$ cat config.mk
export PLATFORM = sky130hd
export DESIGN_NAME = line_irq_ctrl
export DESIGN_NICKNAME = d
export VERILOG_FILES = /design/src/rtl/lic_pkg.sv /design/src/rtl/lic_sync.sv /design/src/rtl/lic_edge.sv /design/src/rtl/lic_regs.sv /design/src/rtl/line_irq_ctrl.sv
export SDC_FILE = /design/constraint.sdc
export NUM_CORES = 1
export LEC_CHECK = 0
export CORE_MARGIN = 4
export CORE_UTILIZATION = 25
export DETAILED_ROUTE_END_ITERATION = 10
export DONT_BUFFER_PORTS = 1
export PLACE_DENSITY = 0.43
export SLEW_MARGIN = 25
export SYNTH_ARGS = -nofsm -noshare
export SYNTH_HDL_FRONTEND = slang
export SYNTH_SLANG_ARGS = --single-unit
$ cat constraint.sdc
create_clock -name clk_i -period 4.6 [get_ports clk_i]
set_input_delay 1.38 -clock clk_i [delete_from_list [all_inputs] [get_ports clk_i]]
set_output_delay 1.38 -clock clk_i [all_outputs]
set_load 0.005 [all_outputs]
$ cat src/rtl/lic_pkg.sv
package lic_pkg;
  localparam int REG_AW = 3;

  typedef enum logic [REG_AW-1:0] {
    RS_IMASK = 3'd0,
    RS_EMASK = 3'd1,
    RS_RISE  = 3'd2,
    RS_FALL  = 3'd3,
    RS_SWTRG = 3'd4,
    RS_PEND  = 3'd5
  } reg_sel_e;
endpackage

$ cat src/rtl/lic_sync.sv
module lic_sync #(
  parameter int W      = 30,
  parameter int STAGES = 2
) (
  input  logic         clk_i,
  input  logic         rst_ni,
  input  logic [W-1:0] d_i,
  output logic [W-1:0] q_o
);
  logic [W-1:0] stg_q [STAGES];

  always_ff @(posedge clk_i or negedge rst_ni) begin
    if (!rst_ni) begin
      for (int i = 0; i < STAGES; i++) stg_q[i] <= '0;
    end else begin
      stg_q[0] <= d_i;
      for (int i = 1; i < STAGES; i++) stg_q[i] <= stg_q[i-1];
    end
  end

  assign q_o = stg_q[STAGES-1];
endmodule

$ cat src/rtl/lic_edge.sv
module lic_edge #(
  parameter int W = 30
) (
  input  logic         clk_i,
  input  logic         rst_ni,
  input  logic [W-1:0] d_i,
  output logic [W-1:0] rise_o,
  output logic [W-1:0] fall_o
);
  logic [W-1:0] prev_q;

  always_ff @(posedge clk_i or negedge rst_ni) begin
    if (!rst_ni) prev_q <= '0;
    else         prev_q <= d_i;
  end

  for (genvar g = 0; g < W; g++) begin : g_bit
    assign rise_o[g] = d_i[g] & ~prev_q[g];
    assign fall_o[g] = ~d_i[g] & prev_q[g];

    // a detected edge lasts a single cycle
    assert_edge_single_R6: assert property (@(posedge clk_i) disable iff (!rst_ni)
      rise_o[g] |=> !rise_o[g]);
  end
endmodule

$ cat src/rtl/lic_regs.sv
module lic_regs
  import lic_pkg::*;
#(
  parameter int             LINES    = 30,
  parameter int             DW       = 32,
  parameter logic [LINES-1:0] CFG_MASK = 30'h007B_FFFF,
  parameter logic [LINES-1:0] DIR_MASK = 30'h3780_0000,
  parameter logic [LINES-1:0] IM_RST   = 30'h3F84_0000
) (
  input  logic              clk_i,
  input  logic              rst_ni,
  input  logic              wr_i,
  input  logic [REG_AW-1:0] widx_i,
  input  logic [DW-1:0]     wdata_i,
  output logic [DW-1:0]     rdata_o,
  input  logic [LINES-1:0]  trig_i,
  output logic [LINES-1:0]  imask_o,
  output logic [LINES-1:0]  emask_o,
  output logic [LINES-1:0]  rise_o,
  output logic [LINES-1:0]  fall_o,
  output logic [LINES-1:0]  pend_o,
  output logic [LINES-1:0]  sw_pulse_o
);
  localparam logic [LINES-1:0] MASK_WR = CFG_MASK | DIR_MASK;

  typedef logic [DW-1:0] word_t;

  logic [LINES-1:0] imask_q, emask_q, rise_q, fall_q, sw_q, pend_q;
  logic [LINES-1:0] wd, sens_chg, pend_clr, pend_set;
  logic wr_im, wr_em, wr_ri, wr_fa, wr_sw, wr_pd;
  reg_sel_e sel;

  assign sel   = reg_sel_e'(widx_i);
  assign wd    = wdata_i[LINES-1:0];
  assign wr_im = wr_i && sel == RS_IMASK;
  assign wr_em = wr_i && sel == RS_EMASK;
  assign wr_ri = wr_i && sel == RS_RISE;
  assign wr_fa = wr_i && sel == RS_FALL;
  assign wr_sw = wr_i && sel == RS_SWTRG;
  assign wr_pd = wr_i && sel == RS_PEND;

  if (DW > LINES) begin : g_hi
    logic unused_hi;
    assign unused_hi = ^wdata_i[DW-1:LINES];
  end

  always_comb begin
    sens_chg = '0;
    if (wr_ri) sens_chg = (wd ^ rise_q) & CFG_MASK;
    if (wr_fa) sens_chg = (wd ^ fall_q) & CFG_MASK;
    sw_pulse_o = wr_sw ? (wd & CFG_MASK & ~sw_q) : '0;
    pend_clr   = (wr_pd ? (wd & CFG_MASK) : '0) | sens_chg;
    // hardware triggers are dropped while a select register is written
    pend_set   = (((wr_ri || wr_fa) ? '0 : trig_i) | sw_pulse_o) & imask_q & CFG_MASK;
  end

  always_ff @(posedge clk_i or negedge rst_ni) begin
    if (!rst_ni) begin
      imask_q <= IM_RST & MASK_WR;
      emask_q <= '0;
      rise_q  <= '0;
      fall_q  <= '0;
      sw_q    <= '0;
      pend_q  <= '0;
    end else begin
      if (wr_im) imask_q <= wd & MASK_WR;
      if (wr_em) emask_q <= wd & MASK_WR;
      if (wr_ri) rise_q  <= wd & CFG_MASK;
      if (wr_fa) fall_q  <= wd & CFG_MASK;
      sw_q   <= (sw_q | sw_pulse_o) & ~pend_clr;
      pend_q <= (pend_q & ~pend_clr) | pend_set;
    end
  end

  always_comb begin
    unique case (sel)
      RS_IMASK: rdata_o = word_t'(imask_q);
      RS_EMASK: rdata_o = word_t'(emask_q);
      RS_RISE:  rdata_o = word_t'(rise_q);
      RS_FALL:  rdata_o = word_t'(fall_q);
      RS_SWTRG: rdata_o = word_t'(sw_q);
      RS_PEND:  rdata_o = word_t'(pend_q);
      default:  rdata_o = '0;
    endcase
  end

  assign imask_o = imask_q;
  assign emask_o = emask_q;
  assign rise_o  = rise_q;
  assign fall_o  = fall_q;
  assign pend_o  = pend_q;

  assert_pend_masked_R5: assert property (@(posedge clk_i) disable iff (!rst_ni)
    1'b1 |=> ((pend_q & ~$past(pend_q) & ~$past(imask_q)) == '0));

  assert_pend_w1c_R7: assert property (@(posedge clk_i) disable iff (!rst_ni)
    (wr_pd && trig_i == '0) |=> ((pend_q & $past(wd)) == '0));

  assert_sel_write_blocks_R10: assert property (@(posedge clk_i) disable iff (!rst_ni)
    (wr_ri || wr_fa) |=> ((pend_q & ~$past(pend_q)) == '0));

  assert_sw_holds_R9: assert property (@(posedge clk_i) disable iff (!rst_ni)
    (sw_pulse_o != '0) |=> ((sw_q & $past(sw_pulse_o)) == $past(sw_pulse_o)));
endmodule

$ cat src/rtl/line_irq_ctrl.sv
module line_irq_ctrl
  import lic_pkg::*;
#(
  parameter int               LINES      = 30,
  parameter int               DW         = 32,
  parameter int               SYNC_STAGES = 2,
  parameter logic [LINES-1:0] CFG_MASK   = 30'h007B_FFFF,
  parameter logic [LINES-1:0] DIR_MASK   = 30'h3780_0000,
  parameter logic [LINES-1:0] IM_RST     = 30'h3F84_0000
) (
  input  logic              clk_i,
  input  logic              rst_ni,
  input  logic [LINES-1:0]  line_i,
  input  logic              stop_i,
  input  logic              wr_i,
  input  logic [REG_AW-1:0] widx_i,
  input  logic [DW-1:0]     wdata_i,
  output logic [DW-1:0]     rdata_o,
  output logic [LINES-1:0]  irq_o,
  output logic [LINES-1:0]  evt_o,
  output logic              wakeup_o
);
  logic [LINES-1:0] sync_w, cfg_rise, cfg_fall, dir_in, dir_rise, unused_dir_fall;
  logic [LINES-1:0] imask, emask, rise_sel, fall_sel, pend, sw_pulse, hw_trig, dir_hit;
  logic [LINES-1:0] evt_q, dir_q;

  lic_sync #(.W(LINES), .STAGES(SYNC_STAGES)) u_sync (
    .clk_i(clk_i), .rst_ni(rst_ni), .d_i(line_i), .q_o(sync_w)
  );

  lic_edge #(.W(LINES)) u_cfg_edge (
    .clk_i(clk_i), .rst_ni(rst_ni), .d_i(sync_w), .rise_o(cfg_rise), .fall_o(cfg_fall)
  );

  assign dir_in = sync_w & {LINES{stop_i}} & DIR_MASK;

  lic_edge #(.W(LINES)) u_dir_edge (
    .clk_i(clk_i), .rst_ni(rst_ni), .d_i(dir_in), .rise_o(dir_rise), .fall_o(unused_dir_fall)
  );

  assign hw_trig = ((cfg_rise & rise_sel) | (cfg_fall & fall_sel)) & CFG_MASK;
  assign dir_hit = dir_rise & DIR_MASK;

  lic_regs #(
    .LINES(LINES), .DW(DW), .CFG_MASK(CFG_MASK), .DIR_MASK(DIR_MASK), .IM_RST(IM_RST)
  ) u_regs (
    .clk_i(clk_i), .rst_ni(rst_ni), .wr_i(wr_i), .widx_i(widx_i), .wdata_i(wdata_i),
    .rdata_o(rdata_o), .trig_i(hw_trig), .imask_o(imask), .emask_o(emask),
    .rise_o(rise_sel), .fall_o(fall_sel), .pend_o(pend), .sw_pulse_o(sw_pulse)
  );

  always_ff @(posedge clk_i or negedge rst_ni) begin
    if (!rst_ni) begin
      evt_q <= '0;
      dir_q <= '0;
    end else begin
      evt_q <= (hw_trig | sw_pulse | dir_hit) & emask;
      dir_q <= dir_hit;
    end
  end

  assign irq_o    = (pend | dir_q) & imask;
  assign evt_o    = evt_q;
  assign wakeup_o = (|irq_o) | (|evt_q) | (|dir_q);

  assert_dir_idle_run_R11: assert property (@(posedge clk_i) disable iff (!rst_ni)
    !stop_i |=> (dir_q == '0));

  assert_no_dir_pend_R11: assert property (@(posedge clk_i) disable iff (!rst_ni)
    (pend & DIR_MASK) == '0);

  assert_evt_needs_mask_R6: assert property (@(posedge clk_i) disable iff (!rst_ni)
    1'b1 |=> ((evt_q & ~$past(emask)) == '0));
endmodule

==> results of run 1 <==
## registers in the layout, indices dropped and copies added, names as in the netlist, 28 cells and up
signal and count:
u_sync.q_o 28, u_regs.imask_o 28, u_regs.emask_o 28, u_sync.stg_q 28, evt_o 28
## routing by layer
metal / vias to the layer above / part of all wire
li1: 3254 / -
met1: 3693 / 0.43
met2: 242 / 0.46
met3: 58 / 0.082
met4: 2 / 0.024
met5: - / 0.00045
## kinds of logic (layout without fill, tap and decap cells)
kind of cell | after synthesis | in the layout | share of synthesized area
DFF | 262 | 262 | 0.5909
AOI/OAI and AO/OA | 204 | 204 | 0.1336
and+or+nand+nor | 217 | 217 | 0.1054
other | 1 | 8 | 0.0003376
muxes | 122 | 122 | 0.1212
xor gates and xnor gates | 22 | 22 | 0.01735
buffers and inverters | 75 | 90 | 0.03120
## worst reg2reg max path, cell delays in order (launching register included)
cell and delay [ps]:
dfrtp_1 410, mux2i_1 180, xnor2_1 140, a22oi_1 120, a22o_1 290
## cells in the mapped netlist (2+ instances only)
| cell type | count |
|---|---|
| mux2_1 | 55 |
| mux2i_1 | 22 |
| dfstp_2 | 6 |
| or4_1 | 2 |
| clkbuf_1 | 33 |
| o21ai_0 | 22 |
| clkbuf_2 | 8 |
| nor2b_1 | 24 |
| xnor2_1 | 22 |
| dfrtp_1 | 256 |
| and2_1 | 37 |
| o2bb2ai_1 | 22 |
| nand3b_1 | 22 |
| nor3_1 | 2 |
| buf_2 | 11 |
| nand3_1 | 22 |
| nor2_1 | 33 |
| nor3b_1 | 2 |
| buf_1 | 6 |
| a21oi_1 | 22 |
| nand2_1 | 52 |
| buf_4 | 8 |
| clkbuf_4 | 3 |
| o21a_1 | 22 |
| a22o_1 | 28 |
| a22oi_1 | 88 |
| inv_1 | 6 |
| nor4_1 | 10 |
| mux2_2 | 45 |
| nand4_1 | 3 |
## path summary, 6_finish.rpt
check                                               from                         endpoint
max in group asynchronous                         rst_ni   u_cfg_edge.prev_q[4]$_DFF_PN0_
max                        u_regs.imask_o[0]$_DFFE_PN0P_                         wakeup_o
min                           u_sync.stg_q[39]$_DFF_PN0_          u_sync.q_o[9]$_DFF_PN0_
min reg2reg                   u_sync.stg_q[39]$_DFF_PN0_          u_sync.q_o[9]$_DFF_PN0_
max reg2reg                u_regs.fall_o[21]$_DFFE_PN0P_      u_regs.pend_o[21]$_DFF_PN0_
min in group asynchronous                         rst_ni  u_cfg_edge.prev_q[20]$_DFF_PN0_
## cell usage in the layout (no fill, tap or decap), types with 2 or more instances in the layout
master	synthesis	routed
nor4_1	10	10
clkinv_2	0	2
dfrtp_1	256	256
a22o_1	28	28
mux2i_1	22	22
o21ai_0	22	22
nor3b_2	0	2
nor2b_1	24	23
a21oi_1	22	22
inv_1	6	6
nand2_1	52	52
conb_1	1	8
xnor2_1	22	22
nor2_1	33	32
nand4_1	3	3
bufinv_16	0	3
o21a_1	22	22
mux2_1	55	55
o2bb2ai_1	22	22
mux2_2	45	45
dfstp_2	6	6
nand3_1	22	22
and2_2	0	2
nand3b_1	22	22
clkbuf_16	0	37
clkbuf_1	33	8
a22oi_1	88	88
buf_12	0	2
or4_1	2	2
buf_4	8	20
clkbuf_8	0	10
and2_1	37	35
## power by group through the flow
stage          registers (W)  clock network (W)  logic [W]
6_report             0.00308            0.00283   0.000891
5_1_grt              0.00314            0.00304   0.000990
4_1_cts              0.00308            0.00294   0.000917
3_5_place_dp         0.00312                  0   0.000915
3_3_place_gp         0.00312                  0   0.000899
2_1_floorplan        0.00299                  0   0.000702
## metrics by stage
stage,setup slack (ps),area [µm²]
2_1_floorplan,643.5,11130
3_3_place_gp,808.6,11770
3_5_place_dp,801.2,11770
4_1_cts,215.0,12980
5_1_grt,205.1,12980
6_report,285.7,12980
## final cells by class
cell class	instances	area (µm²)
clock buffers	55	1094
well taps	585	732.0
repair buffers	22	190.2
clock inverters	7	118.9
fillers	4416	30470
multi-input cells	573	4263
inverters	6	22.52
flip-flops and latches	262	6564
==> key figures, run 1 <==
Outcome
  – Status: finished, final reports clean

Critical path
  – Crit path buf inv count: 0
  – Worst-path cell with the longest stage delay: or4_1
  – Most used cell, CP: or4_1
  – Critical path type: reg2out
  – Crit path depth: 4
  – FF-to-FF setup slack: 3350 ps
  – Length in cells of the worst reg-to-reg path: 4
  – Crit path launch type: flip-flop
  – Slowest stage delay, CP: 650 ps
  – Worst path cell trace: and2_1 -> or4b_1 -> or4_1 -> or4_1
  – Critical Path RT: 3220 ps
  – CP Capture Type: output pin
  – WP data arrival: 2930 ps
  – Worst Path Max Fanout: 4
  – Delay-heaviest family, CP: simple AND/OR/NAND/NOR gates

Drt
  – Vias: 7249
  – Post-route ant nets: 0
  – Drt initial violations: 481
  – Router iterations before antenna repair: 4
  – Vias/cell: 4.801
  – DR DRC count: 0
  – DR WL/cell: 23.36 µm
  – Final WL: 35270 µm

Timing
  – Worst Max-Slew Pin Slew: 942.7 ps
  – Final hold vios: 0
  – Setup TNS: 0 ps
  – Max-slew violations: 0
  – Minimum clock period: 4314 ps
  – Worst clock skew: 10.70 ps
  – FMAX: 0.2318 GHz
  – Setup violations, final: 0
  – RSZ-0062 raised after global routing: false
  – Worst hold slack: 346.2 ps
  – Period Utilization, post-route: 0.9379
  – Max-Slew Margin vs Limit: 0.3706

Pwr
  – Tot Pwr: 0.006797 W
  – Sw Share: 0.2674
  – Clock power share: 0.416
  – Pwr Density: 523.5 nW/µm²
  – Leak: 5.425 nW
  – P_int: 0.004979 W
  – Switching pwr: 0.001817 W
  – Comb pwr share: 0.131
  – Reg power frac: 0.453
  – VDD IR max: 0.2885 mV

Job
  – Max-Cap Viols: 0

Clocking
  – Root buf cell: clkbuf_16
  – CTS H-tree depth: 2
  – CTS buffer count: 35
  – Post-CTS Resized: 0
  – Hold_buf cts: 0
  – Clk slew on worst S/H paths: 60 ps
  – Post-CTS setup buffer count: 0
  – Clock Path Buffers: 3
  – Clock Latency Late Sink: 520 ps
  – CTS tree: built
  – Clock Sinks: 262

Logic synthesis
  – Post-Syn Area: 11110 µm²
  – Top cell type's share of synthesized area: 0.5767
  – EDFF count, synth: 0
  – Yosys synthesis warning count: 0
  – Netlist cell types: 39
  – Post-Synthesis Cells: 903
  – Synth async-reset ratio: 1.000
  – Yosys reg bits: 262
  – Sequential share of the synthesized area: 0.5909
  – Post-synth top flop: dfrtp_1
  – Yosys top cell by area: dfrtp_1
  – Top cells by area, synth: dfrtp_1, a22oi_1, mux2_1
  – Synth Area per Inst: 12.30 µm²

Global routing
  – Global-route wire length before repair: 51670 µm
  – Initial antenna violation count: 2
  – Total grt overflow: 0
  – Grt peak-use layer: met2
  – Met2 Use GR: 0.2335
  – GR Util met1: 0.1885
  – Vias in the first global route: 7584
  – GRT Overall Usage: 0.1466
  – Largest net degree at the start of global routing: 263
  – Met3 GRT Util: 0.04846

Finish
  – Nets: 969
  – Fin util: 0.2988
  – Layout cell share with drive strength beyond 1: 0.1503
  – Non-Filler Instances: 1510
  – Synthesis-to-finish area growth: 16.88%
  – Number of inserted diodes: 0

Place
  – HPWL after detailed placement: 22310 µm
  – GPL Wtd Cong: 0.7439
  – Cells after DPL: 1448
  – Port bufs: 0

Floorplan
  – DIE AREA: 47870 µm²
  – Initial Utilization: 0.2556
  – Core box area: 43460 µm²
  – Row Count: 76
  – Die W: 218.8 µm
  – Ports: 162
  – Die height: 218.8 µm

Min path
  – Hold WC Path Type: reg2reg
  – Hold Crit Depth: 0
Note: power is estimated with default switching activity, not from simulation.
==> run 2: changes to the inputs <==
CAP_MARGIN = 20   (was not set)
==> results of run 2 <==
Same layout as run 1: the final DEF is identical, and so are final timing and power.
